<file path="config.mk">
export PLATFORM = sky130hd
export DESIGN_NAME = qpp_addr_gen
export DESIGN_NICKNAME = d
export VERILOG_FILES = /design/src/rtl/qpp_pkg.sv /design/src/rtl/qpp_modadd.sv /design/src/rtl/qpp_ctrl.sv /design/src/rtl/qpp_addr_gen.sv
export SDC_FILE = /design/constraint.sdc
export NUM_CORES = 1
export LEC_CHECK = 0
export BUFFER_PORTS_ARGS = -buffer_cell sky130_fd_sc_hd__buf_2
export CELL_PAD_IN_SITES_DETAIL_PLACEMENT = 1
export CELL_PAD_IN_SITES_GLOBAL_PLACEMENT = 2
export CORE_UTILIZATION = 44
export CTS_BUF_LIST = sky130_fd_sc_hd__clkbuf_8
export DETAILED_ROUTE_END_ITERATION = 16
export PLACE_DENSITY_LB_ADDON = 0.1
export SLEW_MARGIN = 40
export SYNTH_ARGS = -nofsm -noshare
export SYNTH_HDL_FRONTEND = slang
export SYNTH_HIERARCHICAL = 1
export SYNTH_SLANG_ARGS = --single-unit
</file>
<file path="constraint.sdc">
create_clock -name clk -period 12.55 [get_ports clk]
set_clock_uncertainty 0.1 [all_clocks]
set_input_delay 0.6275 -clock clk [delete_from_list [all_inputs] [get_ports clk]]
set_output_delay 0.6275 -clock clk [all_outputs]
set_load 0.005 [all_outputs]
</file>
<file path="src/rtl/qpp_pkg.sv">
package qpp_pkg;
  typedef enum logic [1:0] {
    ST_IDLE = 2'd0,
    ST_PREP = 2'd1,
    ST_SEEK = 2'd2,
    ST_EMIT = 2'd3
  } qpp_state_e;
endpackage

</file>
<file path="src/rtl/qpp_modadd.sv">
// (a + b) mod m for a, b < m: add, then subtract m when the difference is non-negative.
module qpp_modadd #(
  parameter int W = 13
) (
  input  logic [W-1:0] a,
  input  logic [W-1:0] b,
  input  logic [W-1:0] m,
  output logic [W-1:0] y
);
  logic [W:0]   sum;
  logic [W+1:0] diff;

  assign sum  = {1'b0, a} + {1'b0, b};
  assign diff = {1'b0, sum} - {2'b00, m};
  assign y    = diff[W+1] ? sum[W-1:0] : diff[W-1:0];
endmodule

</file>
<file path="src/rtl/qpp_ctrl.sv">
module qpp_ctrl
  import qpp_pkg::*;
#(
  parameter int W = 13
) (
  input  logic         clk,
  input  logic         rst_n,
  input  logic         start,
  input  logic [W-1:0] first_idx,
  input  logic [W-1:0] k_q,
  input  logic         out_ready,
  output logic         cap,
  output logic         clr,
  output logic         step,
  output logic         out_valid,
  output logic         out_last,
  output logic         busy
);
  qpp_state_e   state, state_nx;
  logic [W-1:0] s_q;
  logic [W-1:0] seek_cnt;
  logic [W-1:0] emit_cnt;
  logic         seek_done;

  assign seek_done = (seek_cnt == s_q - W'(1));
  assign busy      = (state != ST_IDLE);
  assign out_valid = (state == ST_EMIT);
  assign out_last  = out_valid && (emit_cnt == k_q - W'(1));
  assign cap       = (state == ST_IDLE) && start;
  assign clr       = (state == ST_PREP);

  always_comb begin
    state_nx = state;
    step     = 1'b0;
    case (state)
      ST_IDLE: if (start) state_nx = ST_PREP;
      ST_PREP: state_nx = (s_q == '0) ? ST_EMIT : ST_SEEK;
      ST_SEEK: begin
        step = 1'b1;
        if (seek_done) state_nx = ST_EMIT;
      end
      ST_EMIT: begin
        step = out_ready;
        if (out_ready && out_last) state_nx = ST_IDLE;
      end
      default: state_nx = ST_IDLE;
    endcase
  end

  always_ff @(posedge clk or negedge rst_n) begin
    if (!rst_n) begin
      state    <= ST_IDLE;
      s_q      <= '0;
      seek_cnt <= '0;
      emit_cnt <= '0;
    end else begin
      state <= state_nx;
      if (cap) s_q <= first_idx;
      if (clr) begin
        seek_cnt <= '0;
        emit_cnt <= '0;
      end else begin
        if (state == ST_SEEK) seek_cnt <= seek_cnt + W'(1);
        if (state == ST_EMIT && out_ready) emit_cnt <= emit_cnt + W'(1);
      end
    end
  end
endmodule

</file>
<file path="src/rtl/qpp_addr_gen.sv">
module qpp_addr_gen #(
  parameter int ADDR_W = 13
) (
  input  logic              clk,
  input  logic              rst_n,
  input  logic              start,
  input  logic [ADDR_W-1:0] blk_len,
  input  logic [ADDR_W-1:0] coef_a,
  input  logic [ADDR_W-1:0] coef_b,
  input  logic [ADDR_W-1:0] first_idx,
  output logic              busy,
  output logic              out_valid,
  input  logic              out_ready,
  output logic [ADDR_W-1:0] out_addr,
  output logic              out_last
);
  localparam int W = ADDR_W;

  logic [W-1:0] k_q, f1_q, f2_q, c1_q, c2_q, pi_q, lam_q;
  logic [W-1:0] c1_d, c2_d, pi_mid, pi_d, lam_d;
  logic         cap, clr, step;

  qpp_ctrl #(.W(W)) u_ctrl (
    .clk(clk), .rst_n(rst_n), .start(start), .first_idx(first_idx),
    .k_q(k_q), .out_ready(out_ready), .cap(cap), .clr(clr), .step(step),
    .out_valid(out_valid), .out_last(out_last), .busy(busy)
  );

  // Constants, evaluated once in the preparation cycle
  qpp_modadd #(.W(W)) u_c1  (.a(f1_q),   .b(f2_q),  .m(k_q), .y(c1_d));
  qpp_modadd #(.W(W)) u_c2  (.a(f2_q),   .b(f2_q),  .m(k_q), .y(c2_d));
  // Per-step recurrence: two chained modular adds for the address, one for lambda
  qpp_modadd #(.W(W)) u_pa  (.a(pi_q),   .b(c1_q),  .m(k_q), .y(pi_mid));
  qpp_modadd #(.W(W)) u_pb  (.a(pi_mid), .b(lam_q), .m(k_q), .y(pi_d));
  qpp_modadd #(.W(W)) u_lam (.a(lam_q),  .b(c2_q),  .m(k_q), .y(lam_d));

  always_ff @(posedge clk or negedge rst_n) begin
    if (!rst_n) begin
      k_q   <= '0;
      f1_q  <= '0;
      f2_q  <= '0;
      c1_q  <= '0;
      c2_q  <= '0;
      pi_q  <= '0;
      lam_q <= '0;
    end else begin
      if (cap) begin
        k_q  <= blk_len;
        f1_q <= coef_a;
        f2_q <= coef_b;
      end
      if (clr) begin
        c1_q  <= c1_d;
        c2_q  <= c2_d;
        pi_q  <= '0;
        lam_q <= '0;
      end else if (step) begin
        pi_q  <= pi_d;
        lam_q <= lam_d;
      end
    end
  end

  assign out_addr = pi_q;
endmodule

</file>
After elaboration in Yosys (flattened, before gate mapping)

Cells that the tools add are included.

Bits in registers: 132
Input bits: 56
Output and inout bits: 16

$add $sub $neg: 14
Muxes and demuxes: 19
Reduce and logical (&&, ||, !) cells: 11
Equality and inequality tests: 8

Operator list:

| operator                                                              | number |
|---|---|
| 13-bit 2-to-1 mux                                                     | 13 |
| 14-bit by 13-bit subtractor with 15-bit output                        | 5 |
| 13-bit by 13-bit adder with 14-bit output                             | 5 |
| 13-bit by 1-bit adder with 13-bit output (second input constant)      | 2 |
| 13-bit == test                                                        | 2 |
| 13-bit by 1-bit subtractor with 13-bit output (second input constant) | 2 |
| 13-bit logical NOT                                                    | 1 |
| 2-bit one-hot mux with 4 select lines                                 | 1 |
| 2-bit nonzero test                                                    | 4 |
| 2-bit 2-to-1 mux                                                      | 3 |
| 2-bit == test (second input constant)                                 | 2 |
| 1-bit logical AND                                                     | 4 |
| 2-bit != test (second input constant)                                 | 2 |
| 3-bit AND reduction                                                   | 1 |
| 2-bit by 1-bit == test with 1-bit output (second input constant)      | 1 |
| 2-bit logical NOT                                                     | 1 |
| 2-bit by 1-bit != test with 1-bit output (second input constant)      | 1 |
| 1-bit one-hot mux with 2 select lines                                 | 1 |
| 1-bit 2-to-1 mux                                                      | 1 |

Longest topological paths before layout

Word-level depth: 8
Depth in mapped cells: 35
Depth with buffers taken out: 32

By module

The synthesis kept the hierarchy.

By module, submodules not included:

| module                | seq. area each (um^2) | instances | area each (um^2) | cells an instance |
|---|---|---|---|---|
| qpp_modadd (u_c1 ...) | 0.0                   | 3         | 1440.1           | 186 |
| qpp_addr_gen          | 2277.2                | 1         | 3530.9           | 221 |
| qpp_ctrl              | 1026.0                | 1         | 2841.5           | 315 |
| qpp_modadd (u_pa)     | 0.0                   | 1         | 1445.1           | 185 |
| qpp_modadd (u_pb)     | 0.0                   | 1         | 1432.6           | 183 |

Worst setup path before layout

OpenSTA, ideal clock, no wires.

Path kind: register -> register
From: reg pi_q[1], in the netlist out_addr[1]
To: reg pi_q[10], in the netlist out_addr[10]
Setup slack: 5.920 ns
Arrival time: 6.409 ns
Required time: 12.329 ns
Library setup time: 0.121 ns
Cell stages (with the launch flop): 32
Cells stage by stage: dfrtp_1 ha_1 a211oi_1 o211ai_2 and4_2 a211oi_1 a2bb2oi_1 ha_1 a21o_1 a22oi_1 o31ai_2 nor2_2 buf_6 mux2i_1 ha_1 inv_1 fa_1 nand2b_1 a21oi_1 nor2_1 o311ai_0 xnor2_1 inv_1 ha_1 and3_1 a22o_1 a31oi_1 nand2_2 buf_6 mux2_4 mux2i_1 nor2_1

Cells in the longest elaborated chain, start to end: 8

Ends and longest elaborated chain:

| what                                               | line               | source |
|---|---|---|
| start, declared                                    | qpp_addr_gen.sv:19 | `logic [W-1:0] k_q, f1_q, f2_q, c1_q, c2_q, pi_q, lam_q;` |
| start signal, assigned                             | qpp_addr_gen.sv:58 | `pi_q <= pi_d;` |
| 13-bit by 13-bit adder with 14-bit output (*)      | qpp_modadd.sv:13   | `assign sum = {1'b0, a} + {1'b0, b};` |
| 14-bit by 13-bit subtractor with 15-bit output (*) | qpp_modadd.sv:14   | `assign diff = {1'b0, sum} - {2'b00, m};` |
| 13-bit 2-to-1 mux (*)                              | qpp_modadd.sv:15   | `assign y = diff[W+1] ? sum[W-1:0] : diff[W-1:0];` |
| net pi_mid[0]                                      | qpp_addr_gen.sv:20 | `logic [W-1:0] c1_d, c2_d, pi_mid, pi_d, lam_d;` |
| 13-bit by 13-bit adder with 14-bit output (*)      | qpp_modadd.sv:13   |  |
| 14-bit by 13-bit subtractor with 15-bit output     | qpp_modadd.sv:14   |  |
| 13-bit 2-to-1 mux (*)                              | qpp_modadd.sv:15   |  |
| net pi_d[10]                                       | qpp_addr_gen.sv:20 |  |
| 13-bit 2-to-1 mux (*)                              | qpp_addr_gen.sv:57 | `end else if (step) begin` |
| 13-bit 2-to-1 mux (*)                              | qpp_addr_gen.sv:52 | `if (clr) begin` |

Mark *: on every way through the listed nets, which the timed path passes. The rest lies on a longest branch. The select of a mux whose other input is x is not followed.
A chain may end at the register's enable or synchronous reset.

Worst setup path in the final report

From: reg pi_q[0], in the netlist out_addr[0]
To: reg pi_q[4], in the netlist out_addr[4]

Cells in the longest elaborated chain, start to end: 8

Ends and longest elaborated chain:

| what                                           | line |
|---|---|
| 13-bit by 13-bit adder with 14-bit output (*)  | qpp_modadd.sv:13 |
| 14-bit by 13-bit subtractor with 15-bit output | qpp_modadd.sv:14 |
| 13-bit 2-to-1 mux (*)                          | qpp_modadd.sv:15 |
| net pi_mid[0]                                  | qpp_addr_gen.sv:20 |
| 13-bit by 13-bit adder with 14-bit output (*)  | qpp_modadd.sv:13 |
| 14-bit by 13-bit subtractor with 15-bit output | qpp_modadd.sv:14 |
| 13-bit 2-to-1 mux (*)                          | qpp_modadd.sv:15 |
| net pi_d[4]                                    | qpp_addr_gen.sv:20 |
| 13-bit 2-to-1 mux (*)                          | qpp_addr_gen.sv:57 |
| 13-bit 2-to-1 mux (*)                          | qpp_addr_gen.sv:52 |

Marked as above.

==> flow_metrics.env <==
export IMPL_synth_top_area_share_pct=24.3
export IMPL_design_die_area_um2=31500
export IMPL_cp_arrival_ns=8.15
export IMPL_placedInstanceArea_um2=14200
export IMPL_slew_limit_headroom_pct=47.6
export IMPL_grt_pass1_vias=11400
export IMPL_cts_buffer_depth=2
export IMPL_drt_iter0_drc=553
export IMPL_start_util_pct=45.3
export IMPL_synthCells=1462
export IMPL_worst_ep_required_time_ns=12.80
export IMPL_n_antenna_cell=0
export IMPL_whs_ns=0.0570
export IMPL_clock_sinks=132
export IMPL_cts_setup_buffers=0
export IMPL_synth_top_flop_cell="dfrtp_1"
export IMPL_min_path_type="in2async"
export IMPL_rsz0062_at_grt="false"
export IMPL_netlist_area_um2=13600
export IMPL_slew_viol_final=0
export IMPL_synth_commonest_cells="140 x ha_1, 134 x inv_1, 132 x dfrtp_1, 107 x nor2_1, 97 x a21oi_1"
export IMPL_synth_area_leader_cell="dfrtp_1"
export IMPL_clk_pin_slew_worst_paths_ns=0.08
export IMPL_grt_pass1_wl_um=63200
export IMPL_critPathMaxStageDelay_ns=0.64
export IMPL_port_buffers=71
export IMPL_synth_nets=1668
export IMPL_die_w_um=178
export IMPL_cp_common_cell="ha_1"
export IMPL_drt_pass1_iterations=5
export IMPL_viasPerCell=5.74
export IMPL_max_clock_freq_ghz=0.127
export IMPL_fillers=3572
export IMPL_cp_end_kind="register"
export IMPL_drive_gt1_share_pct=19.2
export IMPL_synth_warnings=6
export IMPL_antenna_found_initial=4
export IMPL_dpl_hpwl_um=31100
export IMPL_hold_viol_final=0
export IMPL_cts_buffers=17
export IMPL_synth_most_common_cell="ha_1"
export IMPL_grt_overflow_total=0
export IMPL_gr_usage_all_layers_pct=26.1
export IMPL_ioPinCount=72
export IMPL_die_y_um=178
export IMPL_yosysSeqAreaShare_pct=24.3
export IMPL_fin_crit_sh_pct=62.9
export IMPL_cts_tree="done"
export IMPL_drv_cap=0
export IMPL_synth_edf_count=0
export IMPL_insertion_delay_ns=0.49
export IMPL_worstPathMaxFanout=13
export IMPL_htree_levels=4
export IMPL_status="finished, final reports clean"
export IMPL_rows=63
export IMPL_drtAntennaViolNets=0
export IMPL_ys_seq_elements=132
export IMPL_cp_start_kind="register"
export IMPL_cts_root_buf="clkbuf_8"
export IMPL_fin_setup_tns_ns=0
export IMPL_synthArstFlopShare_pct=100
export IMPL_place_congestion=0.894
export IMPL_fin_area_um2=14700
export IMPL_synth_area_leaders="dfrtp_1 24%, ha_1 13%, mux2_2 6.1%"
export IMPL_crit_slowest_cell="nor2_2"
export IMPL_vias=11100
export IMPL_min_period_ns=7.90
export IMPL_area_growth_pct=8.19
export IMPL_detail_route_wl_per_cell_um=20.6
export IMPL_route_detailed_drc=0
export IMPL_finalNetCount=1735
export IMPL_tightest_slew_ns=0.785
export IMPL_synth_distinct_cells=86
export IMPL_holdBufCountCts=0
export IMPL_grt_max_degree=75
export IMPL_synth_avg_cell_area_um2=9.28
export IMPL_drt_wl_total_um=39700
export IMPL_crit_type="reg2reg"
export IMPL_fp_coreArea_um2=30000
export IMPL_cts_resized=0
export IMPL_finalSetupViolations=0
[worst max-delay path, delay by kind of cell, from the launching register on]
kind | cells | cell delay (ns)
flops | 1 | 0.37
compound gates | 9 | 2.03
mux | 3 | 0.81
simple gates | 9 | 1.96
fa+ha+maj | 6 | 1.87
xor+xnor | 2 | 0.43
buf+inv | 3 | 0.19
[routing by layer]
metal | wire length (um) | track usage (%)
met5 | 49 | 0
met4 | 858 | 8.23
met3 | 1230 | 3.64
met2 | 17800 | 41.6
met1 | 19700 | 36.4
[metrics by stage]
step	util, %	std cells	setup slack [ns]
3_5_place_dp	47.5	1900	4.69
2_1_floorplan	-	1462	5.92
5_1_grt	49.0	1932	3.97
3_3_place_gp	47.5	1900	4.85
6_report	49.0	1932	4.65
4_1_cts	49.0	1932	4.62
[cell usage in the layout, fill, tap and decap left out, types with 37 or more instances in the layout]
cell     netlist  layout
dfrtp_1      132     132
ha_1         140     139
xor2_1        62      62
inv_1        134     134
nor2_1       107     107
mux2i_1       37      37
o21ai_0       46      46
mux2_2        73      73
xnor2_1       78      78
nand3_1       39      39
mux2_4        48      48
nand2_1       87      87
a21oi_1       97      97
buf_2          6      70
[area by class of cell]
cell class                      instances  area (um^2)  area share (%)
Sequential cell                       132         3300            22.5
Inverter                              134          505            3.44
Clock inverter                         11          150            1.02
Tap cell                              390          488            3.32
Timing Repair Buffer                   81          447            3.04
Clock buffer                           21          289            1.97
Multi-Input combinational cell       1163         9500            64.7
[state kept, by name, summed over array words and instances (netlist names)]
register / flops
lam_q: 13
u_ctrl/emit_cnt: 13
f1_q: 13
u_ctrl/state: 2
k_q: 13
c2_q: 13
c1_q: 13
u_ctrl/seek_cnt: 13
out_addr: 13
f2_q: 13
u_ctrl/s_q: 13
[cells by family after synthesis]
| logic type | share of synthesized area (%) |
|---|---|
| buf+inv | 5.73 |
| fa+ha+maj | 14.4 |
| mux | 15.0 |
| compound gates | 18.6 |
| xor+xnor | 9.04 |
| simple gates | 12.9 |
| flops | 24.3 |
[worst paths after layout]
kind	from	to	slack, ns	depth (start not counted)
worst max register to register	out_addr[0]	out_addr[4]	4.65	32
worst max-delay path	out_addr[0]	out_addr[4]	4.65	32
max in group asynchronous	rst_n	f2_q[10]	11.25	2
min in group clk	first_idx[9]	u_ctrl/s_q[9]	0.27	2
worst min register to register	c1_q[6]	c1_q[6]	0.42	1
worst min-delay path	rst_n	u_ctrl/emit_cnt[4]	0.06	1
Power is left out: the tool's default activity adds up to more than one toggle a clock period on the data nets, which glitch-free logic cannot reach.
